[config.mk]
export PLATFORM = sky130hd
export DESIGN_NAME = spi_board_regs
export DESIGN_NICKNAME = d
export VERILOG_FILES = /design/src/rtl/spi_board_regs.sv
export SDC_FILE = /design/constraint.sdc
export NUM_CORES = 1
export LEC_CHECK = 0
export ABC_AREA = 1
export BUFFER_PORTS_ARGS = -buffer_cell sky130_fd_sc_hd__buf_2
export CAP_MARGIN = 30
export CORE_UTILIZATION = 30
export DETAILED_ROUTE_END_ITERATION = 8
export PLACE_DENSITY = 0.53
export SETUP_SLACK_MARGIN = 0.02
export SLEW_MARGIN = 20
export SYNTH_ARGS = -nofsm -noshare
export SYNTH_HDL_FRONTEND = slang
export SYNTH_SLANG_ARGS = --single-unit
[constraint.sdc]
create_clock -name clk -period 2.3 [get_ports clk]
set_input_delay 0.115 -clock clk [delete_from_list [all_inputs] [get_ports clk]]
set_output_delay 0.115 -clock clk [all_outputs]
set_load 0.05 [all_outputs]
[src/rtl/spi_board_regs.sv]
module spi_board_regs #(
  parameter logic [7:0] VERSION = 8'h13
) (
  input  logic       clk,
  input  logic       rst_n,
  input  logic       sck_i,
  input  logic       mosi_i,
  input  logic       csn_i,
  output logic       miso_o,
  input  logic [7:0] btn_i,
  input  logic [7:0] pg1_i,
  input  logic [7:0] pg2_i,
  input  logic [7:0] pg3_i,
  input  logic [7:0] i2c_sel_i,
  output logic [3:0] led_o,
  output logic [7:0] pwr_en_o,
  output logic [7:0] cpu_rst_o,
  output logic [7:0] usb_rst_o,
  output logic [7:0] sfpa_o,
  output logic [7:0] sfpb_o,
  output logic [7:0] warm_rst_o,
  output logic [7:0] warm_key_o,
  output logic [7:0] pmbus_o,
  output logic       irq_o
);

  localparam int NREG = 16;
  localparam int IW   = $clog2(NREG);
  localparam logic [NREG-1:0] WR_MASK = 16'b1110_1111_1000_0010;
  localparam logic [IW-1:0] IDX_LED  = 4'd1;
  localparam logic [IW-1:0] IDX_FLAG = 4'd3;

  logic [2:0] sck_s;
  logic [1:0] mosi_s, csn_s;
  logic [7:0] btn_m, btn_s, btn_q;
  logic [7:0] pg1_m, pg1_s, pg2_m, pg2_s, pg3_m, pg3_s, i2c_m, i2c_s;

  always_ff @(posedge clk or negedge rst_n) begin
    if (!rst_n) begin
      sck_s  <= 3'b111;
      mosi_s <= 2'b00;
      csn_s  <= 2'b11;
      btn_m  <= '0; btn_s <= '0; btn_q <= '0;
      pg1_m  <= '0; pg1_s <= '0;
      pg2_m  <= '0; pg2_s <= '0;
      pg3_m  <= '0; pg3_s <= '0;
      i2c_m  <= '0; i2c_s <= '0;
    end else begin
      sck_s  <= {sck_s[1:0], sck_i};
      mosi_s <= {mosi_s[0], mosi_i};
      csn_s  <= {csn_s[0], csn_i};
      btn_m  <= btn_i;     btn_s <= btn_m;  btn_q <= btn_s;
      pg1_m  <= pg1_i;     pg1_s <= pg1_m;
      pg2_m  <= pg2_i;     pg2_s <= pg2_m;
      pg3_m  <= pg3_i;     pg3_s <= pg3_m;
      i2c_m  <= i2c_sel_i; i2c_s <= i2c_m;
    end
  end

  logic sck_rise, sck_fall, active;
  assign sck_rise = sck_s[1] & ~sck_s[2];
  assign sck_fall = ~sck_s[1] & sck_s[2];
  assign active   = ~csn_s[1];

  logic [2:0] bit_cnt;
  logic       in_data, done;
  logic [7:0] cmd_q, hold_q, tx_q;
  logic [6:0] rx_q;
  logic [7:0] rx_next;
  assign rx_next = {rx_q, mosi_s[1]};

  logic [7:0] rf_q [NREG];
  logic [7:0] flag_q;
  logic [7:0] rd_val;

  always_comb begin
    rd_val = 8'h00;
    if (rx_next[0] && rx_next[7:5] == 3'b000) begin
      case (rx_next[4:1])
        4'd0:    rd_val = VERSION;
        4'd2:    rd_val = btn_s;
        4'd3:    rd_val = flag_q;
        4'd4:    rd_val = pg1_s;
        4'd5:    rd_val = pg2_s;
        4'd6:    rd_val = pg3_s;
        4'd12:   rd_val = i2c_s;
        default: rd_val = rf_q[rx_next[4:1]];
      endcase
    end
  end

  always_ff @(posedge clk or negedge rst_n) begin
    if (!rst_n) begin
      bit_cnt <= '0;
      in_data <= 1'b0;
      done    <= 1'b0;
      cmd_q   <= '0;
      hold_q  <= '0;
      tx_q    <= '0;
      rx_q    <= '0;
    end else if (!active) begin
      bit_cnt <= '0;
      in_data <= 1'b0;
      done    <= 1'b0;
      tx_q    <= '0;
    end else begin
      if (sck_rise && !done) begin
        rx_q    <= rx_next[6:0];
        bit_cnt <= bit_cnt + 3'd1;
        if (bit_cnt == 3'd7) begin
          if (!in_data) begin
            cmd_q   <= rx_next;
            hold_q  <= rd_val;
            in_data <= 1'b1;
          end else begin
            done <= 1'b1;
          end
        end
      end
      if (sck_fall && in_data && !done)
        tx_q <= (bit_cnt == 3'd0) ? hold_q : {tx_q[6:0], 1'b0};
    end
  end

  assign miso_o = tx_q[7];

  logic          wr_fire;
  logic [IW-1:0] wr_idx;
  assign wr_fire = active && sck_rise && !done && in_data && bit_cnt == 3'd7 &&
                   !cmd_q[0] && cmd_q[7:5] == 3'b000;
  assign wr_idx  = cmd_q[4:1];

  always_ff @(posedge clk or negedge rst_n) begin
    if (!rst_n) begin
      for (int i = 0; i < NREG; i++) rf_q[i] <= '0;
    end else if (wr_fire && WR_MASK[wr_idx]) begin
      rf_q[wr_idx] <= (wr_idx == IDX_LED) ? {rx_next[7:4], 4'b0000} : rx_next;
    end
  end

  logic [7:0] flag_clr, flag_set;
  assign flag_clr = (wr_fire && wr_idx == IDX_FLAG) ? rx_next : 8'h00;
  assign flag_set = btn_s ^ btn_q;

  always_ff @(posedge clk or negedge rst_n) begin
    if (!rst_n) flag_q <= '0;
    else        flag_q <= (flag_q & ~flag_clr) | flag_set;
  end

  assign irq_o      = |flag_q;
  assign led_o      = rf_q[1][7:4];
  assign pwr_en_o   = rf_q[7];
  assign cpu_rst_o  = rf_q[8];
  assign usb_rst_o  = rf_q[9];
  assign sfpa_o     = rf_q[10];
  assign sfpb_o     = rf_q[11];
  assign warm_rst_o = rf_q[13];
  assign warm_key_o = rf_q[14];
  assign pmbus_o    = rf_q[15];

  assert_miso_hold_R1: assert property (@(posedge clk) disable iff (!rst_n)
    (sck_rise && active) |=> $stable(miso_o));

  assert_idle_no_write_R9: assert property (@(posedge clk) disable iff (!rst_n)
    !active |=> ($stable(led_o) && $stable(pwr_en_o) && $stable(cpu_rst_o) &&
                 $stable(warm_rst_o) && $stable(pmbus_o)));

  assert_flag_sticky_R7: assert property (@(posedge clk) disable iff (!rst_n)
    (flag_clr == 8'h00) |=> ((flag_q & $past(flag_q)) == $past(flag_q)));

  assert_irq_quiet_R8: assert property (@(posedge clk) disable iff (!rst_n)
    (flag_q == 8'h00 && btn_s == btn_q) |=> !irq_o);

endmodule

# After elaboration in Yosys (flattened, before gate mapping)
# Memories as Yosys holds them, arrays and structs flattened.
# Cells that the tools add are included.
# op_classes
addsub	1
order_cmp	4
eq_ne	9
muxes	23
n_bitwise	12
reduce_logical	28
# op_table
operator	count
$bwmux W128	1
$mux W8	8
$pmux W8 S7	1
$bmux W8 S4	1
$demux W8 S4	1
$logic_and A1 B1 Y1	13
$eq A4 B2 Y1 const B	3
$eq A4 B3 Y1 const B	3
$ge A5 B5 Y1 const B	2
$not A4 Y5	2
$logic_not A3 Y1	3
$and A8 B8 Y8	1
$mux W1	8
$not A8 Y8	1
$or A8 B8 Y8	1
$reduce_bool A2 Y1	4
$reduce_or A8 Y1	1
$xor A8 B8 Y8	1
$mux W3	2
$lt A4 B5 Y1 const B	1
$lt A5 B1 Y1 const B	1
$eq A4 B1 Y1 const B	1
$eq A4 B4 Y1 const B	1
$logic_not A4 Y1	1
9 further kinds	15
# totals
regBits	267
romBits	16
output_inout_bits	70
elab_cells	116
memories	1
# mem_list
memory	depth	width	rd	rd_ports_with_merged_regs	wr	line	source
(no name shown)	16	1	1	0	0	136	end else if (wr_fire && WR_MASK[wr_idx]) begin

# Longest topological paths before layout
# Gate-level depths: netlist of the first run.
# logic_depth
word_depth	13
depth_mapped	13
mapped_depth_nobuf	12

# Worst setup path before layout of the first run
# Ideal clock, no wire load.
# synth_timing
path_type	reg2reg
start	register sck_s[1]
end	register rf_q (netlist bit usb_rst_o[2])
setup_ps	120
arrival_time_ps	1479
required_time_ps	2180
path_slack_ps	701
path_stages_with_launch	9
path_buffers	1
synth_period_minus_slack_ps	1599
cell_sequence	dfstp_2 -> nand2_1 -> nor2_4 -> nand3_4 -> nor2_8 -> nand3_4 -> buf_6 -> o21ai_0 -> inv_1
# synth_via
elab_chain_len	8
# synth_lines
element	line	source
from (decl)	33	logic [2:0] sck_s;
from (signal assigned)	49	sck_s <= {sck_s[1:0], sck_i};
$and A1 B1 Y1	61	assign sck_rise = sck_s[1] & ~sck_s[2];
$logic_and A1 B1 Y1 (5 in series)	129	assign wr_fire = active && sck_rise && !done && in_data && bit_cnt == 3'd7 &&
$logic_and A1 B1 Y1	130	!cmd_q[0] && cmd_q[7:5] == 3'b000;
$logic_and A1 B1 Y1	136	
to (signal, indexed assignment)	137	rf_q[wr_idx] <= (wr_idx == IDX_LED) ? {rx_next[7:4], 4'b0000} : rx_next;
to (decl)	72	logic [7:0] rf_q [NREG];
# No other way between the ends.
# A chain may end at the register's enable or synchronous reset.

# Worst setup path after layout of the first run
# layout_timing
start	register sck_s[1]
end	register rf_q (netlist bit sfpb_o[1])
# Same word-level chain as after synthesis.

==> impl_metrics.ini, run 1 <==
[worst_setup_path]
crit_path_frequent_cell = nand2_1
cp.required_ps = 2740
worstSetupPathType = register to register
critPathMaxStageDelay_ps = 540
startpoint = sck_s[1]
end_kind = register
critPathBufInv = 1
worstReg2RegStart = sck_s[1]
path_max_fanout = 37
arrival_ps = 2490
start_kind = register
cp_slowest_cell = dfstp_2
path_cells = nand2_1 -> inv_1 -> nand2_1 -> nor2_1 -> nand3_2 -> nor2_8 -> nand2_2 -> nand2_1 -> nand2_1
critical_path.top_delay_family = simple AND/OR/NAND/NOR gates

[logic_synthesis]
ys.flop_type = dfrtp_1
ys_warn_count = 0
synth.most_common_cell = nand2_1
synth_async_sr_flop_share_pct = 100.0
syn-num-nets = 1448
yosysTopAreaCellShare_pct = 55.91
yosys_register_bits = 267
ys_seq_area_share_pct = 57.03
synth-edff-count = 0
synthesis.area_sq_um = 11730
syn_avg_cell_area_sq_um = 8.376
synth_commonest_cells = nand2_1, dfrtp_1, inv_1
syn_inst = 1400
yosys-top-cells-area = dfrtp_1, nand2_1, inv_1
synth.distinct_cells = 31
synth.largest_area_cell = dfrtp_1

[power]
power_leakage_nw = 7.309
swShare_pct = 27.95
p_per_area_nw_per_um2 = 842.5
clkPwrFrac_pct = 43.0
ir_drop_v = 0.0005062
p_int_w = 0.008415
combPwrFrac_pct = 15.1
switching_power_w = 0.003265
seqPwrFrac_pct = 41.8

[routing]
wl_microns = 30540
viasPerCell = 4.316
drt_iter0_drc = 569
vias = 8657
first_pass_iters = 5
drc_errors = 0
wire_per_inst_microns = 15.22
ant_nets = 0

[timing]
finalClockSkew_ps = 22.25
period_share_pct = 88.72
finalHoldViolCount = 0
tightest_slew_ps = 1007
drv_slew = 0
finalSetupViolCount = 0
rsz0062_at_grt = no
fmax_ghz = 0.4901
finalSetupTns_ps = 0
max_slew_margin_pct = 32.64
final_period_minus_worst_setup_slack_ps = 2041

[die]
start_util_pct = 30.41
fp.dieW_microns = 199.7
num_rows = 72
die_h_microns = 199.7
design.die.area_sq_um = 39880
io_pins = 115
coreArea_sq_um = 38560

[clocking]
cts_sinks = 267
path_clk_slew_ps = 60
clockBufferDepth = 3
cts_root_buf = clkbuf_16
clkLatencyLatePin_ps = 570
ctsResizeCount = 0
cts_tree = yes
cts.htree.levels = 1
cts_buffers = 30
post_cts_buffers = 0

[placement]
dp_hpwl_microns = 21260
port_buffers = 114
post_dp_cell_area_sq_um = 12370
place.gp.congestion = 0.8600

[run_status]
status = complete, no violations

[worst_hold_path]
hp-class = primary input to async pin

[global_routing]
antenna_found_initial = 0
grt_usage_pct = 15.73
grt.busiest_layer = met2
grt_pass1_vias = 8648
grt_max_degree = 72
grt_pass1_wl_microns = 48470
met1_usage_pct = 22.46
met2_usage_pct = 24.27
grt_overflow_total = 0
grt_use_met3_pct = 2.903

[cells_and_area]
finalInstanceArea_sq_um = 13860
area_growth_pct = 18.22
fin_nets = 1512
regMostFlops = rf_q
largest_reg_flops = 60
drive_gt1_share_pct = 15.59
antenna_cells = 0

[flow_run]
drv_cap = 0
## layout make-up
class	instances	area, sq um
clock inverter	15	236.5
inverter	165	619.3
clock buffer	41	812.0
sequential	267	6689
timing repair buffer	196	1369
multi-input combinational	804	3490
fill	4031	24690
tap	518	648.1
## power groups by stage
stage / registers (W) / clock network (W) / logic (W)
after floorplan: 0.00494 / 0 / 0.00101
after global placement: 0.00497 / 0 / 0.00172
after detailed placement: 0.00497 / 0 / 0.00171
after CTS: 0.00489 / 0.00516 / 0.00178
after global routing: 0.00490 / 0.00536 / 0.00199
final: 0.00489 / 0.00503 / 0.00177
## worst register-to-register path: stages (launching register included)
cell     delay (ps)
dfstp_2         540
nand2_1         100
inv_1            90
nand2_1          80
nor2_1          130
nand3_2         130
nor2_8          450
nand2_2         250
nand2_1         110
nand2_1          60
## metal layers
metal | up-vias | wire (microns)
met3 | 55 | 1825
met5 | - | 0
met2 | 253 | 13550
li1 | 4270 | -
met4 | 0 | 849
met1 | 4079 | 14320
## placed cells by master (no fill, tap or decap), types with 4 or more instances in the layout
master         Yosys  routed
dlygate4sd3_1      0      44
inv_1            162     162
o22ai_1            6       6
buf_4             69      33
a21oi_1           13      13
o21ai_1           12      12
buf_12             0       5
nand2_2            6       6
dfrtp_1          262     261
or2_2              4       4
nand3_1          108     108
buf_2             14     113
clkbuf_1          73       9
nand2_1          528     528
nand4_1            4       4
bufinv_16          0       5
clkinv_2           0       4
nor2_4             4       4
dfstp_2            5       5
nor2_1            48      48
clkbuf_16          0      30
o21ai_0           44      44
xnor2_1            8       8
## per-stage QoR
stage	cells	power (W)	hold slack [ps]	utilization (%)	worst slack, ps
2_1_floorplan	1400	0.005949	-180.6	-	701.4
3_3_place_gp	1906	0.006684	143.0	32.09	263.9
3_5_place_dp	1906	0.006687	142.2	32.09	244.0
4_1_cts	2006	0.01182	144.7	35.96	238.7
5_1_grt	2006	0.01225	156.7	35.96	28.94
6_report	2006	0.01168	107.9	35.96	259.4
## what timing repair did
action | in CTS | in global routing
hold buffers | 44 | 0
setup endpoints to repair | 0 | 4
endpoints found under the hold margin | 140 | 0
## path summary, 6_finish.rpt
kind	to	slack (ps)	cells past startpoint
max in group asynchronous	pg2_m[5]	1420	3
min	warm_key_o[6]	110	2
min in group clk	btn_m[2]	170	2
min reg2reg	csn_s[1]	350	0
max	sfpb_o[1]	260	9
max reg2reg	sfpb_o[1]	260	9
## cell families after synthesis
family | after synthesis | share of synthesized area [%]
adder cells (fa/ha/maj) | 3 | 0.3201
AND/OR/NAND/NOR | 716 | 25.42
flip-flops | 267 | 57.03
multiplexers | 1 | 0.08536
XOR/XNOR | 8 | 0.5975
buffers and inverters | 329 | 13.21
AO/OA/AOI/OAI | 76 | 3.340
Power figures use the tool's default switching activity.
==> run 2, diff against run 1 <==
--- a/config.mk
+++ b/config.mk
@@ -12,2 +12,3 @@
 export DETAILED_ROUTE_END_ITERATION = 8
+export MAX_ROUTING_LAYER = met4
 export PLACE_DENSITY = 0.53
@@ -18 +19,2 @@
 export SYNTH_SLANG_ARGS = --single-unit
+export TNS_END_PERCENT = 10
==> constraint.sdc (replaced) <==
create_clock -name clk -period 2.3 [get_ports clk]
set_input_delay 0.575 -clock clk [delete_from_list [all_inputs] [get_ports clk]]
set_output_delay 0.575 -clock clk [all_outputs]
set_load 0.05 [all_outputs]
==> impl_metrics.ini, run 2 (same netlist as run 1, synthesis figures left out) <==
[routing]
viasPerCell = 4.313
wl_microns = 30060
wire_per_inst_microns = 15.35
drc_errors = 0
first_pass_iters = 5
drt_iter0_drc = 688
vias = 8445
ant_nets = 0

[die]
fp.dieW_microns = 199.7
die_h_microns = 199.7
io_pins = 115
num_rows = 72
coreArea_sq_um = 38560
start_util_pct = 30.41
design.die.area_sq_um = 39880

[worst_hold_path]
holdPathStages = 1
hold_end = btn_m[6]
hp-class = primary input to register
hp-start = btn_i[6]

[clocking]
cts_sinks = 267
cts_tree = yes
path_clk_slew_ps = 60
cts.htree.levels = 1
cts_buffers = 30
clkLatencyLatePin_ps = 570
clockBufferDepth = 3
cts_root_buf = clkbuf_16

[placement]
dp_hpwl_microns = 21260
place.gp.congestion = 0.8658
post_dp_cell_area_sq_um = 12380
port_buffers = 114
dp_slack_ps = 300.6

[worst_setup_path]
reg2regPathDepth = 9
start_kind = register
crit-reg2reg-capture = pmbus_o[2]
worstReg2RegStart = sck_s[1]
end_kind = output pin
reg2reg_slack_ps = 300
cp.required_ps = 1730
worstSetupPathType = register to output pin
path_max_fanout = 3
arrival_ps = 1650

[timing]
tightest_slew_ps = 924.5
finalClockSkew_ps = 10.73
finalSetupViolCount = 0
finalSetupTns_ps = 0
finalHoldViolCount = 0
max_slew_margin_pct = 38.14
fmax_ghz = 0.4484
rsz0062_at_grt = no
period_share_pct = 96.95
final_period_minus_worst_setup_slack_ps = 2230
finalWorstSetupSlack_ps = 70.05
drv_slew = 0

[cells_and_area]
fin_util_pct = 34.72
multi_input_area_sq_um = 3496
seq_area_sq_um = 6689
drive_gt1_share_pct = 16.18
largest_reg_flops = 60
fin_nets = 1466
layout_commonest_cell = nand2_1
antenna_cells = 0
fillCellCount = 4063
layout_common_cells = nand2_1, dfrtp_1, inv_1, buf_2, nand3_1
finalInstanceArea_sq_um = 13390
area_growth_pct = 14.17
regMostFlops = rf_q

[power]
finalPower_w = 0.01133
p_per_area_nw_per_um2 = 846.3
power_leakage_nw = 7.098
ir_drop_v = 0.0005771

[global_routing]
grt_usage_pct = 16.10
grt_overflow_total = 0
grt_max_degree = 55
grt_pass1_wl_microns = 47980
antenna_found_initial = 0
grt_pass1_vias = 8388

[flow_run]
drv_cap = 0

[run_status]
status = complete, no violations
[run 2: cell count changes in the layout (fill, tap and decap cells not counted), sizes merged]
cell,delta
buf,-3
bufinv,-3
clkbuf,-2
clkinvlp,+3
dlygate4sd3,-43
[run 2: per-layer routing]
layer	routed length (microns)	vias up	track usage, %
met2	13350	241	23.96
met3	1639	42	2.278
met1	14500	3975	23.05
li1	-	4187	-
met5	0	-	-
met4	566	0	3.760
[run 2: per-stage QoR]
step / hold WS, ps / std cells
after floorplan: 279.4 / 1400
after global placement: 336.5 / 1903
after detailed placement: 334.7 / 1903
after CTS: 77.76 / 1958
after global routing: 84.75 / 1958
final: 108.6 / 1958
[run 2: how the worst max path moves through the flow]
stage,from,endpoint,depth (start not counted),slack [ps]
4_1_cts,flag_q[1],irq_o,3,30
3_5_place_dp,sck_s[1],pmbus_o[2],9,300
6_report,flag_q[6],irq_o,3,70
3_3_place_gp,sck_s[1],warm_key_o[2],9,330
5_1_grt,flag_q[1],irq_o,3,30
2_1_floorplan,sck_s[1],usb_rst_o[2],8,700
[run 2: layout make-up]
class	instances	area share, %
flip-flops and latches	267	49.96
multi-input cells	804	26.11
repair buffers	150	7.047
clock buffers	39	6.234
well taps	518	4.841
inverters	165	4.626
clock inverters	15	1.178
[run 2: report_power, final]
part / internal, W / switching (W)
clock: 0.00278 / 0.00197
combinational: 0.000496 / 0.00118
sequential: 0.00481 / 0.0000861
total: 0.00810 / 0.00323
[run 2: timing repair]
action,CTS,global route
endpoints found under the hold margin,48,0
hold buffers,1,0
resized for setup,1,1
setup buffers,0,0
setup endpoints to repair,1,1
[run 2: critical path, cell delays in order, from the launching register on]
cell and delay, ps:
dfrtp_1 410, nor4_1 310, nand2_1 150, buf_4 210
